**config.mk**
```make
export PLATFORM = sky130hd
export DESIGN_NAME = power_table
export DESIGN_NICKNAME = d
export VERILOG_FILES = /design/src/rtl/pwr_tbl_pkg.sv /design/src/rtl/ptab_index.sv /design/src/rtl/ptab_store.sv /design/src/rtl/power_table.sv
export SDC_FILE = /design/constraint.sdc
export NUM_CORES = 1
export LEC_CHECK = 0
export BUFFER_PORTS_ARGS = -buffer_cell sky130_fd_sc_hd__buf_2
export CORE_AREA = 2 2 88 90
export DETAILED_ROUTE_END_ITERATION = 10
export DIE_AREA = 0 0 90 92
export PLACE_DENSITY = 0.82
export SYNTH_ARGS = -nofsm -noshare
export SYNTH_HDL_FRONTEND = slang
export SYNTH_SLANG_ARGS = --single-unit
export TNS_END_PERCENT = 100
```
**constraint.sdc**
```tcl
create_clock -name clk -period 2.64 [get_ports clk]
set_clock_uncertainty 0.2 [all_clocks]
set_input_delay 0.132 -clock clk [delete_from_list [all_inputs] [get_ports clk]]
set_output_delay 0.132 -clock clk [all_outputs]
set_load 0.02 [all_outputs]
```
**src/rtl/pwr_tbl_pkg.sv**
```systemverilog
package pwr_tbl_pkg;
  // byte-level access decoded from the strobes
  typedef enum logic [1:0] {
    ACC_IDLE  = 2'd0,
    ACC_WRITE = 2'd1,
    ACC_READ  = 2'd2
  } acc_e;

  // write wins over read when both strobes arrive together
  function automatic acc_e decode_acc(input logic cs_n, input logic wr, input logic rd);
    if (cs_n)    return ACC_IDLE;
    else if (wr) return ACC_WRITE;
    else if (rd) return ACC_READ;
    else         return ACC_IDLE;
  endfunction
endpackage

```
**src/rtl/ptab_index.sv**
```systemverilog
module ptab_index #(
  parameter int N_ENTRIES = 8,
  localparam int IDX_W    = $clog2(N_ENTRIES)
) (
  input  logic             clk,
  input  logic             rst_n,
  input  logic             cs_n,
  input  logic             step,
  output logic [IDX_W-1:0] idx
);
  localparam logic [IDX_W-1:0] LAST = IDX_W'(N_ENTRIES - 1);

  logic [IDX_W-1:0] idx_d, idx_q;
  logic             idx_en;

  always_comb begin
    idx_en = cs_n | step;
    idx_d  = idx_q;
    if (cs_n)              idx_d = '0;
    else if (idx_q == LAST) idx_d = '0;
    else                    idx_d = idx_q + 1'b1;
  end

  always_ff @(posedge clk or negedge rst_n) begin
    if (!rst_n)      idx_q <= '0;
    else if (idx_en) idx_q <= idx_d;
  end

  assign idx = idx_q;
endmodule

```
**src/rtl/ptab_store.sv**
```systemverilog
module ptab_store #(
  parameter int N_ENTRIES = 8,
  parameter int ENTRY_W   = 8,
  localparam int IDX_W    = $clog2(N_ENTRIES)
) (
  input  logic               clk,
  input  logic               rst_n,
  input  logic               wipe,
  input  logic               wr_en,
  input  logic [IDX_W-1:0]   wr_idx,
  input  logic [ENTRY_W-1:0] wr_data,
  input  logic [IDX_W-1:0]   rd_idx,
  input  logic [IDX_W-1:0]   sel_idx,
  output logic [ENTRY_W-1:0] rd_entry,
  output logic [ENTRY_W-1:0] sel_entry
);
  logic [N_ENTRIES-1:0][ENTRY_W-1:0] ent_q;

  for (genvar g = 0; g < N_ENTRIES; g++) begin : g_ent
    logic               en;
    logic [ENTRY_W-1:0] d;

    always_comb begin
      en = wipe | (wr_en & (wr_idx == IDX_W'(g)));
      d  = wipe ? '0 : wr_data;               // wipe beats write
    end

    always_ff @(posedge clk or negedge rst_n) begin
      if (!rst_n)  ent_q[g] <= '0;
      else if (en) ent_q[g] <= d;
    end
  end

  assign rd_entry  = ent_q[rd_idx];
  assign sel_entry = ent_q[sel_idx];           // combinational lookup
endmodule

```
**src/rtl/power_table.sv**
```systemverilog
module power_table #(
  parameter int N_ENTRIES = 8,
  parameter int ENTRY_W   = 8,
  localparam int IDX_W    = $clog2(N_ENTRIES)
) (
  input  logic               clk,
  input  logic               rst_n,
  input  logic               cs_n,
  input  logic               wr_stb,
  input  logic [ENTRY_W-1:0] wr_data,
  input  logic               rd_stb,
  input  logic [IDX_W-1:0]   pwr_sel,
  input  logic               sleep,
  output logic [ENTRY_W-1:0] rd_data,
  output logic [ENTRY_W-1:0] pa_setting
);
  import pwr_tbl_pkg::*;

  acc_e               acc;
  logic [IDX_W-1:0]   idx_q;
  logic [ENTRY_W-1:0] rd_entry;
  logic               sleep_q;
  logic               sleep_entry;
  logic               rd_en;
  logic [ENTRY_W-1:0] rd_data_q;

  always_comb begin
    acc         = decode_acc(cs_n, wr_stb, rd_stb);
    sleep_entry = sleep & ~sleep_q;
    rd_en       = (acc == ACC_READ);
  end

  ptab_index #(.N_ENTRIES(N_ENTRIES)) u_index (
    .clk   (clk),
    .rst_n (rst_n),
    .cs_n  (cs_n),
    .step  (acc != ACC_IDLE),
    .idx   (idx_q)
  );

  ptab_store #(.N_ENTRIES(N_ENTRIES), .ENTRY_W(ENTRY_W)) u_store (
    .clk       (clk),
    .rst_n     (rst_n),
    .wipe      (sleep_entry),
    .wr_en     (acc == ACC_WRITE),
    .wr_idx    (idx_q),
    .wr_data   (wr_data),
    .rd_idx    (idx_q),
    .sel_idx   (pwr_sel),
    .rd_entry  (rd_entry),
    .sel_entry (pa_setting)
  );

  always_ff @(posedge clk or negedge rst_n) begin
    if (!rst_n) sleep_q <= 1'b0;
    else        sleep_q <= sleep;
  end

  always_ff @(posedge clk or negedge rst_n) begin
    if (!rst_n)     rd_data_q <= '0;
    else if (rd_en) rd_data_q <= rd_entry;
  end

  assign rd_data = rd_data_q;
endmodule

```
==> results.md, run 1 <==
- Data on the critical path arrives at its endpoint at about 2400 ps.
- Counting flops and latches in the post-synthesis netlist gives 76.
- The worst hold-check path type is input pin to flip-flop.
- The post-synthesis net count is around 410.
- The effective utilization at floorplan is 57.4%.
- Pin placement for this block handled 33 I/O pins.
- In this run the cell area of the synthesized design comes to 0.00428 mm2.
- The die covers 0.00828 mm2.
- Counting every instance in the synthesized netlist gives ~400.
- The leakage power is between 2 and 2.5 nW.
- Summing all placed instances gives a cell area of between 0.004 and 0.005 mm2.
- The adder and majority gate portion of the synthesized area is between 1.5 and 2%.
- Setup repair after global routing left no endpoint under its margin.
- The largest family of logic cells by synthesized area is multiplexers.
- The most frequently used cell type in the post-synthesis netlist is sky130_fd_sc_hd__dfrtp_1.
- Of the cells placed in the final design, the portion with a size suffix greater than 1 is 20.9%.
- The area of the core is 0.00745 mm2.
- The class of the most critical setup path is flip-flop to flip-flop.
- The routability-driven placement congestion ratio is between 0.8 and 0.9.
- The number of violations reported at the end of detailed-routing iteration 0 is between 200 and 300.
- The layout overhead on the synthesized area is 13.5%.
- The data required time at the worst endpoint is approximately 2700 ps.
- Summed over all layers, the global routing overflow is 0.
- After detailed routing, the total wire length is around 11000 um.
- The share of the yosys chip area belonging to registers is approximately 44%.
- For this design the ratio of total power to cell area is around 570 mW/mm2.
- The endpoint type of the worst setup path is a flip-flop.
- The fraction of registers with async set or reset after synthesis is between 90% and 100%.
- The wire length of the first global-routing pass is between 15000 and 20000 um.
- STA classifies the critical path startpoint as a flip-flop.
- Of the total synthesized cell area, the portion taken by XOR and XNOR cells is 0%.
- The count of distinct cell types in the synthesized netlist is 28.
- In this run the horizontal extent of the chip is 90 um.
- The half-perimeter wire length of the detailed placement result is approximately 7100 um.
- The worst pin sits at a relative slew slack of between 30% and 40%.
- The run finished with clean final reports.
- The register clock-pin slew on the reported worst setup and hold paths is 70 ps.
- The detail route stage leaves a number of antenna-violating nets equal to 0.
- The global routing usage summed across all routing layers is 28.0%.
- The share of synthesized cell area in and, or, nand and nor gates is roughly an eighth.
- The per-cell via count in the routed design is approximately 6.2.
- The number of global-route vias before repair was about 3300.
- The signal on the critical path passes through inv_1, ha_1, nor2b_1, a211oi_1, dlygate4sd3_1.
- Across the VDD grid, the largest voltage drop is between 0.0004 and 0.0005 V.
- The buffer levels on the longest clock path is 2.
- Prior to clock tree synthesis, the placed netlist has a worst setup slack of approximately 570 ps.
- Summing over every cut layer, the via total after detailed routing is between 3000 and 4000.
- The clock period could shrink to ~2300 ps.
- The area fraction in compound gates after synthesis is ~7.4%.
- The number of antenna diodes in the final layout is 0.
- The number of cell rows is 32.
- The number of antenna violations at the first check in global routing is 0.
- The worst setup margin is 386 ps.
- The top cell type by total area after synthesis is sky130_fd_sc_hd__dfrtp_1.
- Setup violations remaining at the end of the flow were counted as 0.
- Entering global routing, the biggest net connects 77 pins.
- Of all nets on the critical path, the largest fanout is 15.
- The number of clock sinks seen by CTS is 76.
- Timing would allow up to ~0.44 GHz.
- The clock insertion delay at the later pin of the skew report is 360 ps.
- After the last flow step, the layout net total stands at 444.
- TritonCTS built the clock tree.
- The Yosys step of the flow raised 0 warnings.
- During placement, the flow inserted port buffers numbering 32.
- In the final routed layout, each cell accounts on average for 20.9 um.
- Summed over its instances, the top area cell type makes up between 40% and 50% of the synthesized netlist area.
- The setup fix buffers added after clock tree synthesis is 0.
- Counting flops with a built-in enable in the synthesized netlist gives 0.
- Dividing the final minimum period by the clock period gives between 80% and 90%.
- The H-tree was split into 3 levels.
- By area the synthesized netlist is led by sky130_fd_sc_hd__dfrtp_1, sky130_fd_sc_hd__mux2i_1, sky130_fd_sc_hd__mux4_1, sky130_fd_sc_hd__mux2_2, sky130_fd_sc_hd__nand2_1.
- The largest individual stage delay along the critical path comes from the cell sky130_fd_sc_hd__dfrtp_1.
- The cell at the root of the clock tree is sky130_fd_sc_hd__clkbuf_8.
- The die span in y is 92 um.
- Each instance of the synthesized netlist takes up on average 11.0 um2.
- The number of violations of the max-capacitance limit is 0.
- The number of max-slew violations in the final report is 0.
- In this run the register-to-register setup slack is 390 ps.
- The slew of the pin with the lowest slew margin is 964 ps.
- The delay contributed by the slowest stage of the critical path is about 660 ps.
- Of the post-synthesis cell area, the part taken by muxes is between 20% and 30%.
- The number of hold violations in the final report is 0.
- Among all flip-flop cells after synthesis, the most frequent one is sky130_fd_sc_hd__dfrtp_1.
- The number of remaining DRC errors is 0.
- By count the netlist is led by sky130_fd_sc_hd__dfrtp_1, sky130_fd_sc_hd__nand2_1, sky130_fd_sc_hd__mux2i_1.
- With fillers left out, the area of the finished cells amounts to between 0.004 and 0.005 mm2.
- The number of clock buffers inserted by TritonCTS is 9.
- The total negative slack is 0 ps.
- The length of the first detailed-routing pass in iterations is 5.
power breakdown:
group          total, mW  switching, mW  leakage [nW]  internal, mW
clock network      0.990          0.436         0.109         0.554
logic              0.493          0.283          1.24         0.210
registers           1.30         0.0610          1.04          1.24
total               2.78          0.780          2.39          2.00
layout make-up:
cell class	count	area [um2]
clock buffers	11	141
well taps	102	128
repair buffers	59	398
multi-input cells	272	2200
inverters	3	11.3
clock inverters	4	73.8
flip-flops and latches	76	1900
fillers	572	2590
metrics by stage:
stage	hold WS, ps	power [mW]	utilization [%]	instances
detailed placement	65.1	1.80	60.5	499
global placement	58.1	1.78	60.5	499
floorplan	-364	1.63	-	390
finish	144	2.78	65.2	527
global route	190	2.89	65.2	527
CTS	130	2.79	65.2	527
cell usage in the layout (no fill, tap or decap), drive strengths merged, types with 6 or more instances in the layout:
master,Yosys,routed
nand2,59,59
mux2i,56,56
clkbuf,20,11
a21oi,26,26
o31ai,8,8
nor2,42,42
mux2,24,24
a22o,8,8
ha,6,6
buf,19,46
mux4,16,16
dlygate4sd3,0,13
dfrtp,76,76
o22ai,8,8
critical path, delay by kind of cell (launching register included):
family | cells | cell delay [ps]
and+or+nand+nor | 1 | 130
adders and majority gates | 1 | 310
AOI/OAI and AO/OA | 1 | 190
DFF | 1 | 660
buffers and inverters | 2 | 700
path summary, 6_finish.rpt:
path / start / depth (start not counted) / end
max in group asynchronous: rst_n / 2 / u_index.idx[1]
min in group asynchronous: rst_n / 2 / u_store.ent_q[19]
max: u_index.idx[2] / 5 / u_index.idx[2]
min reg2reg: rd_data[5] / 2 / rd_data[5]
max reg2reg: u_index.idx[2] / 5 / u_index.idx[2]
min: wr_stb / 4 / u_index.idx[1]
per-layer routing:
metal / part of all wire [%] / track usage, % / up-vias
met5: 0 / 0 / -
met4: 3.2 / 14.4 / 0
met3: 6.2 / 5.09 / 26
li1: - / - / 1446
met1: 41 / 35.7 / 1651
met2: 50 / 46.2 / 149
state kept, by name, indices dropped and copies added, names as in the netlist:
register and flops:
u_store.ent_q 64, rd_data 8, u_index.idx 3, sleep_q 1
cell families (layout without fill, tap and decap cells):
| group | Yosys count | count (layout) |
|---|---|---|
| adders and majority gates | 6 | 6 |
| buffers and inverters | 42 | 77 |
| muxes | 96 | 96 |
| AOI/OAI and AO/OA | 51 | 51 |
| DFF | 76 | 76 |
| and+or+nand+nor | 119 | 119 |
what timing repair did:
item	in CTS	in global routing
endpoints found under the hold margin	143	0
hold buffers	13	0
gates resized for setup	0	0
(Power assumes the default switching activity.)
==> run 2, diff against run 1 <==
CORE_AREA = 2 2 87 89   (was 2 2 88 90)
CTS_BUF_LIST = sky130_fd_sc_hd__clkbuf_4   (was unset)
DIE_AREA = 0 0 89 91   (was 0 0 90 92)
PLACE_DENSITY = 0.84   (was 0.82)
==> run 2 against run 1 <==
- first-iteration DRC count grew 2.7%
- global-route usage up 1.4 points
- via count increased by 1.7%
- register-to-register slack lost 90 ps
- cell count fell by 0.38%
- critical path depth up 1
- total power fell by 5.6%
- die area shrank 2.2%
==> results.md, run 2 (synthesis gave the netlist of run 1 again) <==
- The number of violations of the max-capacitance limit was 0 (unchanged).
- The diode insertion count for antenna repair is 0 (unchanged).
- The share of the cycle needed by the critical path after routing came to 88.7% (+3.3 points).
- The number of hold violations in the final report came to 0 (unchanged).
- The flip-flop count of the largest register, all copies and words added is 64 (unchanged).
- The boundary pin count is 33 (unchanged).
- The slowest cell on the critical path is sky130_fd_sc_hd__nor4bb_2.
- The data arrival time of the worst path is 2450 ps (+100 ps).
- The clock insertion delay at the later pin of the skew report is 450 ps (+90 ps).
- The routed wirelength normalized by instance count is 21.1 um (+0.71%).
- The register clock-pin slew on the reported worst setup and hold paths is 130 ps (+60 ps).
- The number of cell rows was 31 (-3.1%).
- The routability-driven placement congestion ratio is 0.893 (+2.0%).
- The hold-fix buffer count after cts is 13 (unchanged).
- The total negative slack is 0 ps (unchanged).
- The number of remaining DRC errors is 0 (unchanged).
- The length of the first detailed-routing pass in iterations was 5 (unchanged).
- The startpoint identified for the worst register-to-register timing path is u_index.idx[0].
- The slew of the pin with the lowest slew margin was 968 ps (+3.33 ps).
- The clock tree from TritonCTS is yes.
- The path with the worst hold slack has its endpoint at u_index.idx[1].
- The beginning of the critical path is u_index.idx[0].
- The number of setup violations in the final report is 0 (unchanged).
- The largest net degree at the start of global routing was 77 (unchanged).
- The share of cells above drive strength 1 came to 21.4% (+0.42 points).
- The setup fix buffers added after clock tree synthesis is 0 (unchanged).
- The number of vias after detailed routing is 3329 (+1.7%).
- The number of global-route vias before repair is 3321 (-0.12%).
- The power density of the placed cells came to 547 mW/mm2 (-4.5%).
- The critical-path maximum fanout is 7 (-8).
- The total overflow reported by the global router was 0 (unchanged).
- The die span in y is 91 um (-1.1%).
- The leakage power was 2.36 nW (-1.1%).
- The number of buffers added on ports is 32 (unchanged).
- STA classifies the critical path startpoint as a flip-flop.
- The peak supply drop is 0.000352 V (-17%).
- The worst setup path is captured at a flip-flop.
- The global routing usage summed across all routing layers is 29.4% (+1.4 points).
- The half-perimeter wire length of the detailed placement result is 7010 um (-1.9%).
- The effective utilization at floorplan came to 59.9% (+2.5 points).
- The setup slack after placement is 413 ps (-155 ps).
- The commonest non-fill, non-tap cell in the layout is sky130_fd_sc_hd__dfrtp_1.
- The register bank with the most flops is u_store.ent_q.
- The library cells used most frequently in the layout, excluding fill and tap cells, are sky130_fd_sc_hd__dfrtp_1, sky130_fd_sc_hd__nand2_1, sky130_fd_sc_hd__mux2i_1.
- The startpoint of the most critical hold path is wr_stb.
- The routed wire length is 11100 um (+0.33%).
- The number of clock sinks seen by CTS came to 76 (unchanged).
- The minimum clock period after layout is 2340 ps (+87.7 ps).
- The number of clock buffers inserted by TritonCTS is 9 (unchanged).
- The remaining antenna violation count after routing is 0 (unchanged).
- The flow ran to the end, and the final reports show no timing, DRC or antenna violations.
- The number of max-slew violations in the final report came to 0 (unchanged).
- The area growth from synthesis to layout is 12.2%.
- The width of the die is 89 um (-1.1%).
- The total number of nets in the final design is 444 (unchanged).
- The delay contributed by the slowest stage of the critical path is 640 ps (-20 ps).
- The number of gates resized after cts is 0 (unchanged).
- The area of the core is 0.00714 mm2 (-4.2%).
- Setup repair after global routing left no endpoint under its margin.
- The endpoint of the most critical register-to-register path is u_store.ent_q[22].
- The per-cell via count in the routed design is 6.34 (+2.1%).
- The H-tree depth is 3 (unchanged).
- The internal reg-to-reg setup slack was 300 ps (-90 ps).
- The worst setup margin is 299 ps (-87.7 ps).
- Walking the worst path, the cells encountered are inv_1, ha_1, nor4bb_2, buf_4, mux2i_1, nor2_1.
- The class of the most critical setup path is flip-flop to flip-flop.
- The worst reg2reg path depth is 6 (+1).
- The number of violations reported at the end of detailed-routing iteration 0 is 268 (+2.7%).
- The number of antenna violations at the first check in global routing is 0 (unchanged).
- The buffer levels on the longest clock path came to 2 (unchanged).
- In this run the clock root is driven by a sky130_fd_sc_hd__clkbuf_4.
- The wire length of the first global-routing pass is 17700 um (+0.35%).
- The data required time at the worst endpoint was 2750 ps (+20 ps).
- The max-slew headroom at the worst pin is 35.5% (-0.22 points).
- The maximum clock rate is 0.427 GHz (-3.7%).
- In this run the worst hold path is classified as input pin to flip-flop.
- The total die area is 0.00810 mm2 (-2.2%).
- The depth of the worst hold-timing path is 4 (unchanged).
run 2: cell types whose count changed in the layout (fill, tap and decap cells not counted), sizes merged:
cell / delta
clkbuf: -1
clkinvlp: +2
run 2: per-layer routing:
metal,up-vias,GRT usage [%],wire length (um)
met1,1665,42.5,4630
li1,1458,-,-
met3,35,4.73,813
met4,0,13.9,415
met5,-,0,0
met2,171,43.3,5220
run 2: cell type report:
class | count | area (um2)
inverter | 3 | 11.3
timing repair buffer | 59 | 398
clock buffer | 10 | 75.1
tap | 99 | 124
fill | 550 | 2340
clock inverter | 6 | 88.8
sequential | 76 | 1900
multi-input combinational | 272 | 2200
run 2: worst max path at each step:
stage	slack, ps	end	cells after the start
after floorplan	600	u_store.ent_q[16]	8
after global placement	510	u_store.ent_q[22]	6
after detailed placement	410	u_store.ent_q[22]	6
after CTS	400	u_store.ent_q[22]	6
after global routing	260	u_store.ent_q[22]	6
final	300	u_store.ent_q[22]	6
run 2: worst max-delay path, delay by kind of cell (launching register included):
family                   cells  cell delay [ps]
AND/OR/NAND/NOR              2              700
multiplexers                 1              240
adder cells (fa/ha/maj)      1              190
buffers and inverters        2              400
flip-flops                   1              480
run 2: metrics by stage:
stage | total power [mW] | hold WS [ps] | std cells | cell area [um2] | util (%)
6_report | 2.63 | 65.7 | 525 | 4800 | 67.2
5_1_grt | 2.74 | 121 | 525 | 4800 | 67.2
4_1_cts | 2.63 | 36.4 | 525 | 4800 | 67.2
3_5_place_dp | 1.80 | 58.2 | 496 | 4500 | 63.1
3_3_place_gp | 1.78 | 57.3 | 496 | 4500 | 63.1
2_1_floorplan | 1.63 | -364 | 390 | 4280 | -
run 2: report_power, final:
part / internal [mW] / switching, mW
logic: 0.213 / 0.286
registers: 1.24 / 0.0628
clock network: 0.394 / 0.433
total: 1.84 / 0.781
